<file path="src/rtl/smram_win_pkg.sv">
package smram_win_pkg;

   typedef enum logic [1:0] {
      ROUTE_NONE  = 2'd0,
      ROUTE_MAIN  = 2'd1,
      ROUTE_VIDEO = 2'd2,
      ROUTE_SMRAM = 2'd3
   } route_e;

   // Pick the target for one access.
   function automatic route_e route_pick(input logic valid,
                                         input logic in_win,
                                         input logic mgmt,
                                         input logic open_ovr);
      route_e r;
      if (!valid)                r = ROUTE_NONE;
      else if (!in_win)          r = ROUTE_MAIN;
      else if (mgmt || open_ovr) r = ROUTE_SMRAM;
      else                       r = ROUTE_VIDEO;
      return r;
   endfunction

endpackage

</file>
<file path="src/rtl/smram_win_match.sv">
module smram_win_match #(
   parameter int          ADDR_W   = 32,
   parameter int unsigned WIN_BASE = 32'h000A_0000,
   parameter int unsigned WIN_SIZE = 32'h0002_0000
) (
   input  logic [ADDR_W-1:0] addr,
   output logic              in_win
);
   localparam int SZ_LOG = $clog2(WIN_SIZE);
   localparam logic [ADDR_W:0] LO = (ADDR_W+1)'(WIN_BASE);
   localparam logic [ADDR_W:0] HI = LO + (ADDR_W+1)'(WIN_SIZE);
   localparam bit IS_POW2 = ((64'd1 << SZ_LOG) == 64'(WIN_SIZE)) &&
                            ((WIN_BASE % WIN_SIZE) == 0);

   generate
      if (IS_POW2 && SZ_LOG < ADDR_W) begin : g_mask
         // Naturally aligned power-of-two window: compare upper bits only.
         assign in_win = (addr[ADDR_W-1:SZ_LOG] == LO[ADDR_W-1:SZ_LOG]);
      end else begin : g_range
         logic [ADDR_W:0] a_ext;
         assign a_ext  = {1'b0, addr};
         assign in_win = (a_ext >= LO) && (a_ext < HI);
      end
   endgenerate
endmodule

</file>
<file path="src/rtl/smram_ctl_reg.sv">
module smram_ctl_reg #(
   parameter int          REG_W    = 8,
   parameter int          OFF_W    = 8,
   parameter int unsigned REG_OFF  = 8'h9C,
   parameter int          LOCK_BIT = 4
) (
   input  logic             clk,
   input  logic             rst_n,
   input  logic             cfg_sel,
   input  logic [OFF_W-1:0] cfg_off,
   input  logic             cfg_wr,
   input  logic             cfg_rd,
   input  logic [REG_W-1:0] cfg_wdata,
   output logic [REG_W-1:0] cfg_rdata,
   output logic [REG_W-1:0] ctl_q
);
   localparam logic [OFF_W-1:0] OFF_HIT = OFF_W'(REG_OFF);

   logic hit;
   logic wr_ok;

   assign hit   = cfg_sel && (cfg_off == OFF_HIT);
   assign wr_ok = hit && cfg_wr && !ctl_q[LOCK_BIT];

   always_ff @(posedge clk or negedge rst_n) begin
      if (!rst_n)     ctl_q <= '0;
      else if (wr_ok) ctl_q <= cfg_wdata;
   end

   assign cfg_rdata = (hit && cfg_rd) ? ctl_q : '0;
endmodule

</file>
<file path="src/rtl/smram_route_stage.sv">
module smram_route_stage
   import smram_win_pkg::*;
#(
   parameter bit OUT_REG = 1'b1
) (
   input  logic   clk,
   input  logic   rst_n,
   input  route_e route_d,
   output logic   video_sel,
   output logic   smram_sel,
   output logic   main_sel
);
   logic [2:0] sel_d;

   always_comb begin
      sel_d = 3'b000;
      unique case (route_d)
         ROUTE_VIDEO: sel_d = 3'b100;
         ROUTE_SMRAM: sel_d = 3'b010;
         ROUTE_MAIN:  sel_d = 3'b001;
         default:     sel_d = 3'b000;
      endcase
   end

   generate
      if (OUT_REG) begin : g_reg
         logic [2:0] sel_q;
         always_ff @(posedge clk or negedge rst_n) begin
            if (!rst_n) sel_q <= 3'b000;
            else        sel_q <= sel_d;
         end
         assign {video_sel, smram_sel, main_sel} = sel_q;
      end else begin : g_comb
         assign {video_sel, smram_sel, main_sel} = sel_d;
      end
   endgenerate
endmodule

</file>
<file path="src/rtl/smram_window_decoder.sv">
module smram_window_decoder
   import smram_win_pkg::*;
#(
   parameter int          ADDR_W   = 32,
   parameter int unsigned WIN_BASE = 32'h000A_0000,
   parameter int unsigned WIN_SIZE = 32'h0002_0000,
   parameter int          REG_W    = 8,
   parameter int          OFF_W    = 8,
   parameter int unsigned REG_OFF  = 8'h9C,
   parameter int          OPEN_BIT = 6,
   parameter int          LOCK_BIT = 4,
   parameter bit          OUT_REG  = 1'b1
) (
   input  logic              clk,
   input  logic              rst_n,
   input  logic [ADDR_W-1:0] req_addr,
   input  logic              req_rd,
   input  logic              req_wr,
   input  logic              mgmt_mode,
   input  logic              cfg_sel,
   input  logic [OFF_W-1:0]  cfg_off,
   input  logic              cfg_wr,
   input  logic              cfg_rd,
   input  logic [REG_W-1:0]  cfg_wdata,
   output logic [REG_W-1:0]  cfg_rdata,
   output logic              video_sel,
   output logic              smram_sel,
   output logic              main_sel
);
   // Elaboration-time parameter checks.
   generate
      if (OPEN_BIT >= REG_W || LOCK_BIT >= REG_W || OPEN_BIT == LOCK_BIT) begin : g_bad_bits
         $error("control bit positions invalid for register width");
      end
      if (WIN_SIZE == 0) begin : g_bad_size
         $error("window size must be nonzero");
      end
      if (OFF_W < 1 || REG_OFF >= (64'd1 << OFF_W)) begin : g_bad_off
         $error("register offset does not fit the offset width");
      end
   endgenerate

   logic [REG_W-1:0] ctl_q;
   logic             in_win;
   logic             req_valid;
   route_e           route_d;

   smram_ctl_reg #(
      .REG_W   (REG_W),
      .OFF_W   (OFF_W),
      .REG_OFF (REG_OFF),
      .LOCK_BIT(LOCK_BIT)
   ) u_ctl (
      .clk      (clk),
      .rst_n    (rst_n),
      .cfg_sel  (cfg_sel),
      .cfg_off  (cfg_off),
      .cfg_wr   (cfg_wr),
      .cfg_rd   (cfg_rd),
      .cfg_wdata(cfg_wdata),
      .cfg_rdata(cfg_rdata),
      .ctl_q    (ctl_q)
   );

   smram_win_match #(
      .ADDR_W  (ADDR_W),
      .WIN_BASE(WIN_BASE),
      .WIN_SIZE(WIN_SIZE)
   ) u_match (
      .addr  (req_addr),
      .in_win(in_win)
   );

   assign req_valid = req_rd | req_wr;
   assign route_d   = route_pick(req_valid, in_win, mgmt_mode, ctl_q[OPEN_BIT]);

   smram_route_stage #(
      .OUT_REG(OUT_REG)
   ) u_route (
      .clk      (clk),
      .rst_n    (rst_n),
      .route_d  (route_d),
      .video_sel(video_sel),
      .smram_sel(smram_sel),
      .main_sel (main_sel)
   );
endmodule

</file>
<file path="config.mk">
export PLATFORM = sky130hd
export DESIGN_NAME = smram_window_decoder
export DESIGN_NICKNAME = d
export VERILOG_FILES = /design/src/rtl/smram_win_pkg.sv /design/src/rtl/smram_win_match.sv /design/src/rtl/smram_ctl_reg.sv /design/src/rtl/smram_route_stage.sv /design/src/rtl/smram_window_decoder.sv
export SDC_FILE = /design/constraint.sdc
export NUM_CORES = 1
export LEC_CHECK = 0
export BUFFER_PORTS_ARGS = -buffer_cell sky130_fd_sc_hd__buf_2
export CAP_MARGIN = 20
export CORE_UTILIZATION = 28
export DETAILED_ROUTE_END_ITERATION = 7
export PLACE_DENSITY = 0.73
export REMOVE_ABC_BUFFERS = 1
export SETUP_SLACK_MARGIN = 0.2
export SLEW_MARGIN = 15
export SYNTH_ARGS = -nofsm -noshare
export SYNTH_HDL_FRONTEND = slang
export SYNTH_SLANG_ARGS = --single-unit
export TNS_END_PERCENT = 10
</file>
<file path="constraint.sdc">
create_clock -name clk -period 1.3 [get_ports clk]
set_input_delay 0.195 -clock clk [delete_from_list [all_inputs] [get_ports clk]]
set_output_delay 0.195 -clock clk [all_outputs]
set_load 0.005 [all_outputs]
</file>
**Word level (Yosys, flattened, before mapping)**

Index checks and enable logic that the tools add are counted.

- Register bits: 11
- Bits in latches: 0
- RAM bits: 0
- Memory bits (read-only): 0
- Input bits: 56
- Output and inout port bits: 11
- Logic and storage cells: 19
- Memories: 0

- Add/sub/neg operators: 0
- Multiply operators: 0
- Div/mod/pow operators: 0
- Order comparisons: 0
- Equal/unequal tests: 5
- Shift-type cells: 0
- Mux-type cells: 5
- Bitwise operators: 1
- Reduce and logical (&&, ||, !) cells: 6

Operator list:

| kind | number |
|---|---|
| $eq 15x3->1 const B | 1 |
| $pmux 3 s3 | 1 |
| $eq 8x8->1 const B | 1 |
| $mux 8 | 1 |
| $eq 2x2->1 const B | 2 |
| $logic_and 1x1->1 | 4 |
| $mux 2 | 2 |
| $eq 2x1->1 const B | 1 |
| $logic_not 1->1 | 1 |
| $logic_or 1x1->1 | 1 |
| $mux 1 | 1 |
| $or 1x1->1 | 1 |

**Depth between registers and ports, before layout**

- Depth in word-level cells: 6
- Mapped depth: 3
- Depth with buffers taken out: 3

**Modules after synthesis**

From an unflattened synthesis, not the netlist that was laid out.

- Cell total of the unflattened synthesis: 47
- Area total of the unflattened synthesis: 566.8 sq um

Modules (own cells, without submodules):

| module | times used | cells an instance | area each (sq um) | sequential area each (sq um) |
|---|---|---|---|---|
| smram_ctl_reg | 1 | 32 | 406.6 | 200.2 |
| smram_route_stage | 1 | 6 | 97.6 | 75.1 |
| smram_win_match | 1 | 5 | 37.5 | 0.0 |
| smram_window_decoder | 1 | 4 | 25.0 | 0.0 |

**Worst setup path before layout**

Ideal clock, no wire load.

- Kind: input -> register
- Start point: in cfg_off[1]
- End point: reg u_ctl.ctl_q[0]
- Library setup time: 125 ps
- Data arrival time: 1354 ps
- Required time: 1175 ps
- Setup slack: -179 ps
- Stages: 3
- Buffers on the path: 0
- Cells stage by stage: or3b_4 > nor4_4 > mux2_2

- Cells in the longest elaborated chain, start to end: 4

Ends and longest elaborated chain:

| what | line | RTL |
|---|---|---|
| from (decl) | smram_window_decoder.sv:21 | `input logic [OFF_W-1:0] cfg_off,` |
| $eq 8x8->1 | smram_ctl_reg.sv:22 | `assign hit = cfg_sel && (cfg_off == OFF_HIT);` |
| $logic_and 1x1->1 | smram_ctl_reg.sv:22 |  |
| $logic_and 1x1->1 (2 in a row) | smram_ctl_reg.sv:23 | `assign wr_ok = hit && cfg_wr && !ctl_q[LOCK_BIT];` |
| to (signal assigned) | smram_ctl_reg.sv:27 | `else if (wr_ok) ctl_q <= cfg_wdata;` |
| to (decl) | smram_ctl_reg.sv:15 | `output logic [REG_W-1:0] ctl_q` |

No other way between the ends.
A chain may end at the register's enable or synchronous reset.

**Final worst setup path**

- Start point: in cfg_off[1]
- End point: out cfg_rdata[4]

- Cells in the longest elaborated chain, start to end: 4

Ends and longest elaborated chain:

| what | line | RTL |
|---|---|---|
| $eq 8x8->1 | smram_ctl_reg.sv:22 |  |
| $logic_and 1x1->1 | smram_ctl_reg.sv:22 |  |
| $logic_and 1x1->1 | smram_ctl_reg.sv:30 | `assign cfg_rdata = (hit && cfg_rd) ? ctl_q : '0;` |
| $mux 8 | smram_ctl_reg.sv:30 |  |
| to (decl) | smram_window_decoder.sv:25 | `output logic [REG_W-1:0] cfg_rdata,` |

No other way between the ends.

==> results.md <==
- Of the total power, the share spent switching nets is 0.2084.
- The floorplan die width is 46.09 µm.
- The core box area is 1783 µm².
- The headroom to the max-slew limit is 0.7996.
- The area growth from synthesis to layout is 70.57%.
- The launching element of the worst setup path is cfg_off[1].
- The largest driver fanout on the critical path is 8.
- Summing all placed instances gives a cell area of about 840 µm².
- The design internal power is 534.3 µW.
- For the pin with the worst max-slew slack, the measured transition is 0.2965 ns.
- The wire length per cell is between 10 and 15 µm.
- The power share of the clock group is 0.323.
- In this run the power spent charging and discharging nets is ~140 µW.
- The die is 46.09 µm tall.
- The number of I/O port buffers is 49.
- For this configuration, the core starts out at a cell density of 0.3053.
- The startpoint of the lowest-slack hold path is mgmt_mode.
- The maximum clock insertion buffer count is 2.
- Entering global routing, the biggest net connects 12 pins.
- Dividing the final minimum period by the clock period gives 1.112.
- After layout, the minimum clock period comes to 1.446 ns.
- The CTS clock-pin slew for the worst setup and hold paths is 0.06 ns.
- The area occupied by multi-input gates is 304.0 µm².
- The aggregate routed wire length is 1311 µm.
- The TritonCTS clock tree is done.
- Of the total power, registers draw 0.525.
- The mean instance size in the synthesized netlist is 12.09 µm².
- The analysis attributes to cell leakage a power of 0.5008 nW.
- The library cells used most frequently in the layout, excluding fill and tap cells, are sky130_fd_sc_hd__buf_2, sky130_fd_sc_hd__dfrtp_1, sky130_fd_sc_hd__and2_1.
- The initial antenna violation count came to 0.
- The library cell used most frequently in the layout, excluding fill and tap cells, is sky130_fd_sc_hd__buf_2.
- For this run the aggregate overflow at the end of global routing stands at 0.
- The count of nets left with antenna violations once routing finished came out at 0.
- The total setup violations reported at the end of the flow is 9.
- The total instance count after detailed placement is roughly 120.
- Clock latency on the worst-skew pair, taken at its later pin, is approximately 0.26 ns.
- The tree is rooted in a sky130_fd_sc_hd__clkbuf_4.
- The routability-driven placement congestion ratio is 0.6707.
- Setup repair after global routing could not meet its margin everywhere.
- Clock tree synthesis inserted a total of 3 buffers.
- The final cell count without fillers is approximately 130.
- The start-to-end type of the worst setup path is input pin to primary output.
- The run finished, with violations left.
- The post-route cell area is ~930 µm².
- The total routing resource utilization after global routing is 0.1432.
- The number of endpoints with negative hold slack in the final report is 0.
- The worst setup path is captured at a primary output.
- The number of ports placed on the die boundary is 67.
- The first-pass detailed-route iteration total is 2.
- The final-report max-slew violation count is 0.
- The startpoint identified for the worst register-to-register timing path is u_ctl.ctl_q[4].
- Based on the critical path, the design can be clocked at up to 0.6917 GHz.
- The tree built by TritonCTS fans out to 11 sinks.
- The wire length of the first global-routing pass is 2063 µm.
- The maximum ir drop on the vdd rail is 517.8 µV.
- The post-route DRC violation count is 0.
- The layout filler cell count is 168.
- Across the run, the number of max-cap violations was 0.
- In the final layout, the share of cells above drive strength 1 is 0.6667.
- The checks that failed: negative setup slack.
- The data arrival time at the worst-slack endpoint is between 1 and 1.5 ns.
- Yosys printed 0 warnings.
- The number of DRC markers in iteration 0 is 3.
- The share of total power dissipated in combinational logic is 0.152.
- Across the whole layout, storage elements account for 275.3 µm².
- The final layout contains 159 nets.
- The via count of the first global-routing pass came to 564.
- Dividing the detail-routed via count by the number of cells gives between 4 and 5.
- The worst setup path is launched from an input pin.
- The routed layout has about 570 vias.
- The share of the Yosys chip area taken by registers is 0.5057.
- The completed layout was analyzed and its total power is 675.0 µW.
- The number of antenna diodes in the final layout is 0.
- The final setup skew is approximately 0.0016 ns.
- The number of synthesized register bits is 11.
- Counting every instance in the synthesized netlist gives 45.
- The setup slack of the critical path after layout is -0.1458 ns.
- The number of levels the H-tree was split into is 1.
- Dividing total power by cell area gives a power density of 727.0 nW/µm².
- The die area is 2124 µm².
- The required time at the endpoint of the critical path is 1.11 ns.
- The min-delay analysis places its worst path in the category input pin to register.
- Counting distinct cell types in the post-synthesis netlist gives 17.
- The summed instance area of the synthesized netlist is between 500 and 600 µm².
- The floorplan row count is 15.
final cells by class:
| type | instances | share of cell area |
|---|---|---|
| clock buffers | 4 | 0.02830 |
| well taps | 25 | 0.03369 |
| flip-flops and latches | 11 | 0.2965 |
| repair buffers | 53 | 0.3100 |
| inverters | 1 | 0.004043 |
| multi-input cells | 33 | 0.3275 |
worst max-delay path, cell delays in order:
cell                     delay (ns)
sky130_fd_sc_hd__buf_6         0.09
sky130_fd_sc_hd__or3b_4        0.41
sky130_fd_sc_hd__nor4_2        0.14
sky130_fd_sc_hd__buf_4         0.18
sky130_fd_sc_hd__and2_1        0.13
sky130_fd_sc_hd__buf_2         0.10
power groups by stage:
stage / registers, mW / clock network, mW / logic, mW
floorplan: 0.360 / 0 / 0.0238
global placement: 0.360 / 0 / 0.0865
detailed placement: 0.361 / 0 / 0.0893
CTS: 0.354 / 0.230 / 0.100
global route: 0.355 / 0.254 / 0.114
finish: 0.354 / 0.218 / 0.102
metal layers:
layer  share of wire  global-route usage  wire length, µm
met1            0.39              0.1351              510
met2            0.48              0.2648              624
met5               0                   0                0
met4               0             0.05294                0
met3            0.13             0.06667              175
flip-flops by register name, summed over array words and instances (netlist names):
signal and cells:
u_route.g_reg.sel_q 3, u_ctl.ctl_q 8
what timing repair did:
item | 4_1_cts | 5_1_grt
pin swaps | 1 | 0
endpoints found under the setup margin | 15 | 15
gates cloned | 0 | 0
buffers inserted | 0 | 1
hold buffers | 1 | 0
gates resized for setup | 7 | 4
endpoints found under the hold margin | 11 | 0
cells in the mapped netlist:
| library cell | count | area, µm² |
|---|---|---|
| sky130_fd_sc_hd__or3b_4 | 1 | 11.26 |
| sky130_fd_sc_hd__nand4_1 | 1 | 6.260 |
| sky130_fd_sc_hd__nor4_1 | 4 | 25.02 |
| sky130_fd_sc_hd__nor4_4 | 1 | 21.27 |
| sky130_fd_sc_hd__nand2b_1 | 1 | 6.260 |
| sky130_fd_sc_hd__dfrtp_1 | 11 | 275.3 |
| sky130_fd_sc_hd__or2b_2 | 1 | 8.760 |
| sky130_fd_sc_hd__mux2_2 | 7 | 78.83 |
| sky130_fd_sc_hd__nor2b_1 | 1 | 6.260 |
| sky130_fd_sc_hd__nor4b_1 | 1 | 8.760 |
| sky130_fd_sc_hd__inv_1 | 1 | 3.750 |
| sky130_fd_sc_hd__nor3b_1 | 1 | 7.510 |
| sky130_fd_sc_hd__nor3_1 | 2 | 10.01 |
| sky130_fd_sc_hd__nor2_1 | 2 | 7.510 |
| sky130_fd_sc_hd__a31o_2 | 1 | 8.760 |
| sky130_fd_sc_hd__nand4b_1 | 1 | 8.760 |
| sky130_fd_sc_hd__and2_1 | 8 | 50.05 |
metrics by stage:
stage,hold slack [ns],util,setup WS [ns],setup TNS [ns]
detailed placement,0.06900,0.4688,-0.2787,-3.447
global route,0.09229,0.5207,-0.2101,-1.764
finish,0.1093,0.5207,-0.1458,-1.072
floorplan,-0.1006,-,-0.1786,-2.474
CTS,0.09973,0.5081,-0.1516,-1.154
global placement,0.06813,0.4688,-0.2475,-3.202
kinds of logic after synthesis:
kind of cell / share of synthesized area
buffers and inverters: 0.006890
muxes: 0.1448
AOI/OAI and AO/OA: 0.01609
and+or+nand+nor: 0.3265
DFF: 0.5057
final timing paths:
path,endpoint,slack (ns),cells past startpoint
max in group asynchronous,u_ctl.ctl_q[1],0.76,2
min in group asynchronous,u_ctl.ctl_q[5],0.34,2
max,cfg_rdata[4],-0.15,6
max reg2reg,u_ctl.ctl_q[6],-0.01,4
min,u_route.g_reg.sel_q[2],0.11,2
min reg2reg,u_ctl.ctl_q[4],0.50,1
Note: power is estimated with default switching activity, not from simulation.
